$ cat src/rtl/twi_wr_pkg.sv
package twi_wr_pkg;
  localparam int unsigned DEV_AW = 7;
  localparam int unsigned REG_AW = 7;
  localparam int unsigned REG_DW = 9;
  localparam int unsigned BYTE_W = 8;
  localparam int unsigned CNT_W  = $clog2(BYTE_W + 1);

  typedef enum logic [2:0] {
    ST_IDLE,
    ST_HDR,
    ST_HDR_ACK,
    ST_HI,
    ST_HI_ACK,
    ST_LO,
    ST_LO_ACK,
    ST_DONE
  } twi_st_e;
endpackage

$ cat src/rtl/twi_sync.sv
module twi_sync #(
  parameter int unsigned STAGES = 2,
  parameter int unsigned LINES  = 2
) (
  input  logic             clk_i,
  input  logic             rst_ni,
  input  logic [LINES-1:0] d_i,
  output logic [LINES-1:0] q_o
);
  for (genvar l = 0; l < LINES; l++) begin : g_line
    logic [STAGES-1:0] chain_q;
    always_ff @(posedge clk_i or negedge rst_ni) begin
      if (!rst_ni) chain_q <= '1;  // idle bus reads high
      else         chain_q <= {chain_q[STAGES-2:0], d_i[l]};
    end
    assign q_o[l] = chain_q[STAGES-1];
  end
endmodule

$ cat src/rtl/twi_cond_det.sv
module twi_cond_det (
  input  logic clk_i,
  input  logic rst_ni,
  input  logic scl_s_i,
  input  logic sda_s_i,
  output logic scl_rise_o,
  output logic scl_fall_o,
  output logic start_o,
  output logic stop_o
);
  logic scl_d_q, sda_d_q;

  always_ff @(posedge clk_i or negedge rst_ni) begin
    if (!rst_ni) begin
      scl_d_q <= 1'b1;
      sda_d_q <= 1'b1;
    end else begin
      scl_d_q <= scl_s_i;
      sda_d_q <= sda_s_i;
    end
  end

  logic scl_hold;
  assign scl_hold   = scl_d_q & scl_s_i;
  assign scl_rise_o = ~scl_d_q & scl_s_i;
  assign scl_fall_o = scl_d_q & ~scl_s_i;
  assign start_o    = scl_hold & sda_d_q & ~sda_s_i;
  assign stop_o     = scl_hold & ~sda_d_q & sda_s_i;
endmodule

$ cat src/rtl/twi_rx_fsm.sv
module twi_rx_fsm
  import twi_wr_pkg::*;
(
  input  logic              clk_i,
  input  logic              rst_ni,
  input  logic [DEV_AW-1:0] dev_addr_i,
  input  logic              sda_s_i,
  input  logic              scl_rise_i,
  input  logic              scl_fall_i,
  input  logic              start_i,
  input  logic              stop_i,
  output logic              sda_oe_o,
  output logic              wr_valid_o,
  output logic [REG_AW-1:0] wr_addr_o,
  output logic [REG_DW-1:0] wr_data_o,
  output twi_st_e           state_o
);
  twi_st_e           st_q;
  logic [BYTE_W-1:0] sh_q, hi_q;
  logic [CNT_W-1:0]  cnt_q;
  logic              byte_end;

  assign byte_end = scl_fall_i && (cnt_q == CNT_W'(BYTE_W));

  always_ff @(posedge clk_i or negedge rst_ni) begin
    if (!rst_ni) begin
      st_q       <= ST_IDLE;
      sh_q       <= '0;
      hi_q       <= '0;
      cnt_q      <= '0;
      sda_oe_o   <= 1'b0;
      wr_valid_o <= 1'b0;
      wr_addr_o  <= '0;
      wr_data_o  <= '0;
    end else begin
      wr_valid_o <= 1'b0;
      if (stop_i || (start_i && st_q != ST_IDLE)) begin
        st_q     <= ST_IDLE;
        sda_oe_o <= 1'b0;
      end else begin
        unique case (st_q)
          ST_IDLE: if (start_i) begin
            st_q  <= ST_HDR;
            cnt_q <= '0;
          end
          ST_HDR, ST_HI, ST_LO: begin
            if (scl_rise_i && cnt_q != CNT_W'(BYTE_W)) begin
              sh_q  <= {sh_q[BYTE_W-2:0], sda_s_i};
              cnt_q <= cnt_q + 1'b1;
            end else if (byte_end) begin
              cnt_q <= '0;
              if (st_q == ST_HDR) begin
                if (sh_q[BYTE_W-1:1] == dev_addr_i && !sh_q[0]) begin
                  sda_oe_o <= 1'b1;
                  st_q     <= ST_HDR_ACK;
                end else begin
                  st_q <= ST_IDLE;
                end
              end else if (st_q == ST_HI) begin
                hi_q     <= sh_q;
                sda_oe_o <= 1'b1;
                st_q     <= ST_HI_ACK;
              end else begin
                sda_oe_o <= 1'b1;
                st_q     <= ST_LO_ACK;
              end
            end
          end
          ST_HDR_ACK: if (scl_fall_i) begin
            sda_oe_o <= 1'b0;
            st_q     <= ST_HI;
          end
          ST_HI_ACK: if (scl_fall_i) begin
            sda_oe_o <= 1'b0;
            st_q     <= ST_LO;
          end
          ST_LO_ACK: if (scl_fall_i) begin
            sda_oe_o   <= 1'b0;
            wr_valid_o <= 1'b1;
            wr_addr_o  <= hi_q[BYTE_W-1:1];
            wr_data_o  <= {hi_q[0], sh_q};
            st_q       <= ST_DONE;
          end
          default: ;  // ST_DONE: only a stop or start leaves
        endcase
      end
    end
  end

  assign state_o = st_q;
endmodule

$ cat src/rtl/twi_wr_slave.sv
module twi_wr_slave
  import twi_wr_pkg::*;
#(
  parameter int unsigned SYNC_STAGES = 2
) (
  input  logic              clk_i,
  input  logic              rst_ni,
  input  logic [DEV_AW-1:0] dev_addr_i,
  input  logic              scl_i,
  input  logic              sda_i,
  output logic              sda_oe_o,
  output logic              wr_valid_o,
  output logic [REG_AW-1:0] wr_addr_o,
  output logic [REG_DW-1:0] wr_data_o
);
  logic    scl_s, sda_s;
  logic    scl_rise, scl_fall, start_det, stop_det;
  twi_st_e state;

  twi_sync #(.STAGES(SYNC_STAGES), .LINES(2)) u_sync (
    .clk_i  (clk_i),
    .rst_ni (rst_ni),
    .d_i    ({scl_i, sda_i}),
    .q_o    ({scl_s, sda_s})
  );

  twi_cond_det u_det (
    .clk_i      (clk_i),
    .rst_ni     (rst_ni),
    .scl_s_i    (scl_s),
    .sda_s_i    (sda_s),
    .scl_rise_o (scl_rise),
    .scl_fall_o (scl_fall),
    .start_o    (start_det),
    .stop_o     (stop_det)
  );

  twi_rx_fsm u_fsm (
    .clk_i      (clk_i),
    .rst_ni     (rst_ni),
    .dev_addr_i (dev_addr_i),
    .sda_s_i    (sda_s),
    .scl_rise_i (scl_rise),
    .scl_fall_i (scl_fall),
    .start_i    (start_det),
    .stop_i     (stop_det),
    .sda_oe_o   (sda_oe_o),
    .wr_valid_o (wr_valid_o),
    .wr_addr_o  (wr_addr_o),
    .wr_data_o  (wr_data_o),
    .state_o    (state)
  );
endmodule

$ cat config.mk
export PLATFORM = sky130hd
export DESIGN_NAME = twi_wr_slave
export DESIGN_NICKNAME = d
export VERILOG_FILES = /design/src/rtl/twi_wr_pkg.sv /design/src/rtl/twi_sync.sv /design/src/rtl/twi_cond_det.sv /design/src/rtl/twi_rx_fsm.sv /design/src/rtl/twi_wr_slave.sv
export SDC_FILE = /design/constraint.sdc
export NUM_CORES = 1
export LEC_CHECK = 0
export ABC_AREA = 1
export ABC_CLOCK_PERIOD_IN_PS = 1620
export BUFFER_PORTS_ARGS = -buffer_cell sky130_fd_sc_hd__buf_2
export CELL_PAD_IN_SITES_DETAIL_PLACEMENT = 0
export CELL_PAD_IN_SITES_GLOBAL_PLACEMENT = 1
export CORE_MARGIN = 4
export CORE_UTILIZATION = 38
export CTS_CLUSTER_SIZE = 24
export DETAILED_ROUTE_END_ITERATION = 16
export PLACE_DENSITY_LB_ADDON = 0.1
export RECOVER_POWER = 100
export SLEW_MARGIN = 5
export SYNTH_ARGS = -nofsm -noshare
export SYNTH_HDL_FRONTEND = slang
export SYNTH_SLANG_ARGS = --single-unit
$ cat constraint.sdc
create_clock -name clk_i -period 1.62 [get_ports clk_i]
set_clock_uncertainty 0.1 [all_clocks]
set_input_delay 0.243 -clock clk_i [delete_from_list [all_inputs] [get_ports clk_i]]
set_output_delay 0.243 -clock clk_i [all_outputs]
set_load 0.02 [all_outputs]
---- Word level (Yosys, flattened, before mapping) ----
Cells that the tools add are included.
operators by class
  bitwise operators ....................... 14
  reduce and logical (&&, ||, !) cells .... 19
  $add $sub $neg .......................... 1
  equality and inequality tests ........... 19
  muxes and demuxes ....................... 25
operators with widths
  kind                   count
  $mux W3                8
  $ne A3 B1 Y1 const B   7
  $pmux W3 S5            1
  $mux W4                3
  $eq A3 B3 Y1 const B   3
  $mux W1                9
  $pmux W4 S2            1
  $and A1 B1 Y1          7
  $eq A7 B7 Y1           1
  $not A1 Y1             7
  $reduce_and A7 Y1      1
  $eq A3 B2 Y1 const B   2
  $reduce_and A3 Y1      2
  $reduce_and A6 Y1      1
  $reduce_bool A3 Y1     2
  $reduce_bool A6 Y1     1
  $reduce_or A3 Y1       2
  $reduce_and A5 Y1      1
  $add A4 B1 Y4 const B  1
  $eq A4 B4 Y1 const B   1
  $logic_and A1 B1 Y1    4
  $mux W2                2
  $ne A4 B3 Y1 const B   1
  $ne A4 B4 Y1 const B   1
  other kinds (9)        9
storage, ports and cells
  bits of input ports ..................... 11
  output and inout port bits .............. 18
  logic and storage cells ................. 90
  bits in registers ....................... 47

---- Longest topological paths before layout ----
  depth after elaboration ................. 8
  gate-level depth with buffers ........... 12
  gate-level depth less buffers ........... 12

---- Hierarchy ----
From an unflattened synthesis, not the netlist that was laid out.
unflattened totals
  cell total of the unflattened synthesis .. 268
  area, all modules ....................... 2257.2 um2
by module, submodules not included
  module        cells an instance  sequential area each (um2)  instances  area an instance (um2)
  twi_rx_fsm    249                1026.0                      1          2043.2
  twi_sync      6                  105.1                       1          120.1
  twi_cond_det  13                 52.6                        1          93.8

---- Worst setup path after synthesis ----
Ideal clock, no wire load.
  path type ............................... register to register
  start point ............................. register u_det.scl_d_q
  end point ............................... register u_fsm.wr_addr_o[3]
  period minus slack after synthesis ...... 1650 ps
  stages on the path, launching flop included .. 5
  data required time ...................... 1393 ps
  path buffers ............................ 1
  setup time .............................. 127 ps
  arrival time ............................ 1422 ps
  path slack .............................. -30 ps
  cell sequence ........................... dfstp_2 -> nand2_1 -> nor3_4 -> buf_6 -> mux2_1
between the ends
  cells in the longest elaborated chain, start to end .. 7
  elaborated cells on any way between the ends .. 10
  classes of those cells .................. bitwise: 7; reduce/logical: 3
ends and longest elaborated chain
  item                             line                RTL
  start, declared                  twi_cond_det.sv:11  logic scl_d_q, sda_d_q;
  start signal, assigned           twi_cond_det.sv:18  scl_d_q <= scl_s_i;
  $and A1 B1 Y1                    twi_cond_det.sv:24  assign scl_hold = scl_d_q & scl_s_i;
  $and A1 B1 Y1 (2 in series)      twi_cond_det.sv:27  assign start_o = scl_hold & sda_d_q & ~sda_s_i;
  $logic_and A1 B1 Y1              twi_rx_fsm.sv:37    if (stop_i || (start_i && st_q != ST_IDLE)) begin
  $logic_or A1 B1 Y1               twi_rx_fsm.sv:37
  $not A1 Y1 (no line)             n/a
  $reduce_and A3 Y1 (no line) (*)  n/a
  end signal, assigned             twi_rx_fsm.sv:80    wr_addr_o <= hi_q[BYTE_W-1:1];
  end, declared                    twi_rx_fsm.sv:14    output logic [REG_AW-1:0] wr_addr_o,
Every way passes the cells marked *; elsewhere a longest branch is shown, timed or not.
A chain may end at the register's enable or synchronous reset.

---- Worst setup path in the final report ----
  start point ............................. register u_det.scl_d_q
  end point ............................... register u_fsm.wr_addr_o[0]
Same word-level chain as after synthesis.

==> impl_metrics.tcl <==
set metrics [dict create \
    status "complete, no violations" \
    power_frac_comb_pct 41.5 \
    yosysUniqueCellTypes 30 \
    ys_warn_count 0 \
    io_buffers 28 \
    synth_top_area_cell "dfrtp_1" \
    post-route-drc-count 0 \
    routed_via_density 4.539 \
    synthesis.nets 255 \
    worst-path-max-fanout 10 \
    hpwl_um 3237 \
    core.rowCount 27 \
    worstPathRequired_ns 1.72 \
    period_share_pct 98.92 \
    rsz0062_at_grt "true" \
    antenna_cells 0 \
    dr.first_iter.drc_count 125 \
    place_congestion 0.7843 \
    ys_ff_latch 47 \
    path_clk_slew_ns 0.10 \
    swShare_pct 40.81 \
    timing.rr.end "u_fsm.wr_addr_o[0]" \
    routedWlPerCell_um 12.40 \
    switchingPower_uw 1632 \
    rrSetupSlack_ns 0.02 \
    slew_viol_final 0 \
    regArea_sq_um 1185 \
    multi_input_area_sq_um 884.6 \
    ys_seq_area_share_pct 55.16 \
    ir_drop_v 0.0005709 \
    dieArea_sq_um 6913 \
    yosys-top-cells-area "dfrtp_1 (48%), nand2_1 (11%), dfstp_2 (7.3%)" \
    wirelength_um 4602 \
    synth_area_sq_um 2146 \
    final.min_clock_period_ns 1.603 \
    fin_nets 311 \
    grt_pass1_wl_um 7700 \
    grt_max_degree 21 \
    min_path_cells 0 \
    slowest_stage "dfstp_2" \
    crit_chain "nand2_2, nor3_4, buf_12, mux2_2" \
    power_uw 3999 \
    stdcell_count 371 \
    dp.cells 353 \
    power.density_cell_area_nw_per_um2 1455 \
    crit_type "register to register" \
    cts_buffers 5 \
    tns_ns 0 \
    leakagePower_uw 0.001357 \
    worst_ep_arrival_time_ns 1.70 \
    fp.dieW_um 83.15 \
    fill_cells 531 \
    core-area_sq_um 5507 \
    cts_sinks 47 \
    syn_area_per_cell_sq_um 8.867 \
    syn_to_final_growth_pct 28.11 \
    drive_gt1_share_pct 27.76 \
    ioPinCount 29 \
    finalHoldViolations 0 \
    critical-path-top-delay-family "flip-flops" \
    min_from "u_sync.g_line[1].chain_q[0]" \
    end_kind "register" \
    cts_tree "done" \
    clkPwrFrac_pct 19.3 \
    antenna_found_initial 0 \
    cpPeakStageDelay_ns 0.56 \
    fp.dieH_um 83.15 \
    grt_pass1_vias 1599 \
    rr_startpoint "u_det.scl_d_q" \
    hold_path_end "u_sync.g_line[1].chain_q[1]" \
    via_count 1684 \
    start_util_pct 38.97 \
    r2r_cells 4 \
    power.internal_uw 2367 \
    worst_slew_pin_slew_ns 1.034 \
    slew_headroom_pct 31.04 \
    max_clock_freq_mhz 624.0 \
    cp.buffers_inverters 1 \
    p_seq_share_pct 39.3 \
    worst_setup_path_start_kind "register" \
    grt_usage_pct 13.64 \
    drtAntennaViolNets 0 \
    max_cap_violations 0 \
    overflow 0 \
    netlist_instances 242 \
    setup_viol 0 \
    hold_path_class "register to register" \
    synth_top_area_share_pct 47.81 \
    clockBufferDepth 2 \
    cts_root_buf "clkbuf_8" \
    clk_latency_ns 0.31 \
    dr.pass1.iters 5 \
    cts_htree_levels 2 \
]
## power by group through the flow
stage | clock network, uW | registers, uW | logic (uW)
global route | 852 | 1610 | 1870
finish | 770 | 1570 | 1660
CTS | 804 | 1560 | 1620
detailed placement | 0 | 1580 | 1460
floorplan | 0 | 1650 | 903
global placement | 0 | 1570 | 1460
## cell type report
type	instances	area share, %
tap	72	3.277
inverter	33	4.597
multi-input combinational	158	32.18
clock inverter	3	1.001
timing repair buffer	53	13.34
clock buffer	5	2.503
sequential	47	43.10
## worst max path at each step
stage / from / slack (ns) / cells after the start / end
6_report: u_det.scl_d_q / 0.02 / 4 / u_fsm.wr_addr_o[0]
3_5_place_dp: u_sync.g_line[1].chain_q[1] / -0.02 / 11 / u_fsm.state_o[1]
2_1_floorplan: u_det.scl_d_q / 0.02 / 4 / u_fsm.wr_addr_o[3]
5_1_grt: u_fsm.state_o[2] / -0.09 / 12 / u_fsm.state_o[0]
4_1_cts: u_sync.g_line[1].chain_q[1] / 0.007 / 11 / u_fsm.state_o[1]
3_3_place_gp: u_sync.g_line[1].chain_q[1] / -0.04 / 11 / u_fsm.state_o[1]
## layout by cell type, fill, tap and decap left out, types with 4 or more instances in the layout
master and n:
a21oi_1 13, buf_2 9, buf_4 18, clkbuf_1 19
clkbuf_8 5, dfrtp_1 40, dfstp_2 6, inv_1 26
inv_2 6, mux2_2 5, nand2_1 59, nand2_2 9
nand3_1 10, nor2_1 17, nor2_2 4, o21ai_0 9
o21ai_1 10
## state kept, by name (all words and copies together), names as in the netlist
name and flops:
u_fsm.wr_data_o 9, u_fsm.hi_q 8, u_fsm.sh_q 8, u_fsm.wr_addr_o 7, u_fsm.cnt_q 4, u_sync.g_line.chain_q 4
u_fsm.state_o 3, u_det.scl_d_q 1, u_det.sda_d_q 1, u_fsm.sda_oe_o 1, u_fsm.wr_valid_o 1
## Yosys cell counts, drive strengths merged
master / n
nor3: 5
xnor2: 1
dfstp: 6
dfrtp: 41
nor2: 23
a21oi: 14
nand4: 1
mux2: 8
nand2: 70
ha: 2
inv: 33
buf: 4
nand3: 13
o21ai: 20
o32ai: 1
## cells by family after synthesis
logic type	share of synthesized area (%)
AO/OA/AOI/OAI	8.688
multiplexers	4.198
flip-flops	55.16
XOR/XNOR	0.4082
buffers and inverters	7.346
adder cells (fa/ha/maj)	1.166
AND/OR/NAND/NOR	23.03
## metrics by stage
step                util, %  hold slack, ns  cell area [sq um]  worst slack, ns
global route          49.92          0.2709               2749         -0.08666
floorplan                 -         -0.1526               2146          0.02215
detailed placement    45.31          0.1020               2495         -0.02316
global placement      45.31          0.1059               2495         -0.04058
finish                49.92          0.2632               2749          0.01750
CTS                   48.92          0.2646               2694         0.006510
## timing repair
action	in CTS	in global routing
hold endpoints to repair	11	0
endpoints found under the setup margin	3	30
buffers inserted	4	2
gates resized for setup	11	12
pin swaps	4	8
cloned	0	1
hold buffers	3	0
## routing by layer
layer	vias to the layer above	share of wire [%]	wire [um]	GRT usage [%]
met1	771	54	2496	20.29
met2	29	41	1865	19.17
li1	878	-	-	-
met4	0	1.3	61	4.160
met5	-	0	0	0
met3	6	3.9	178	3.770
No activity file was read; power rests on OpenSTA's default activity.
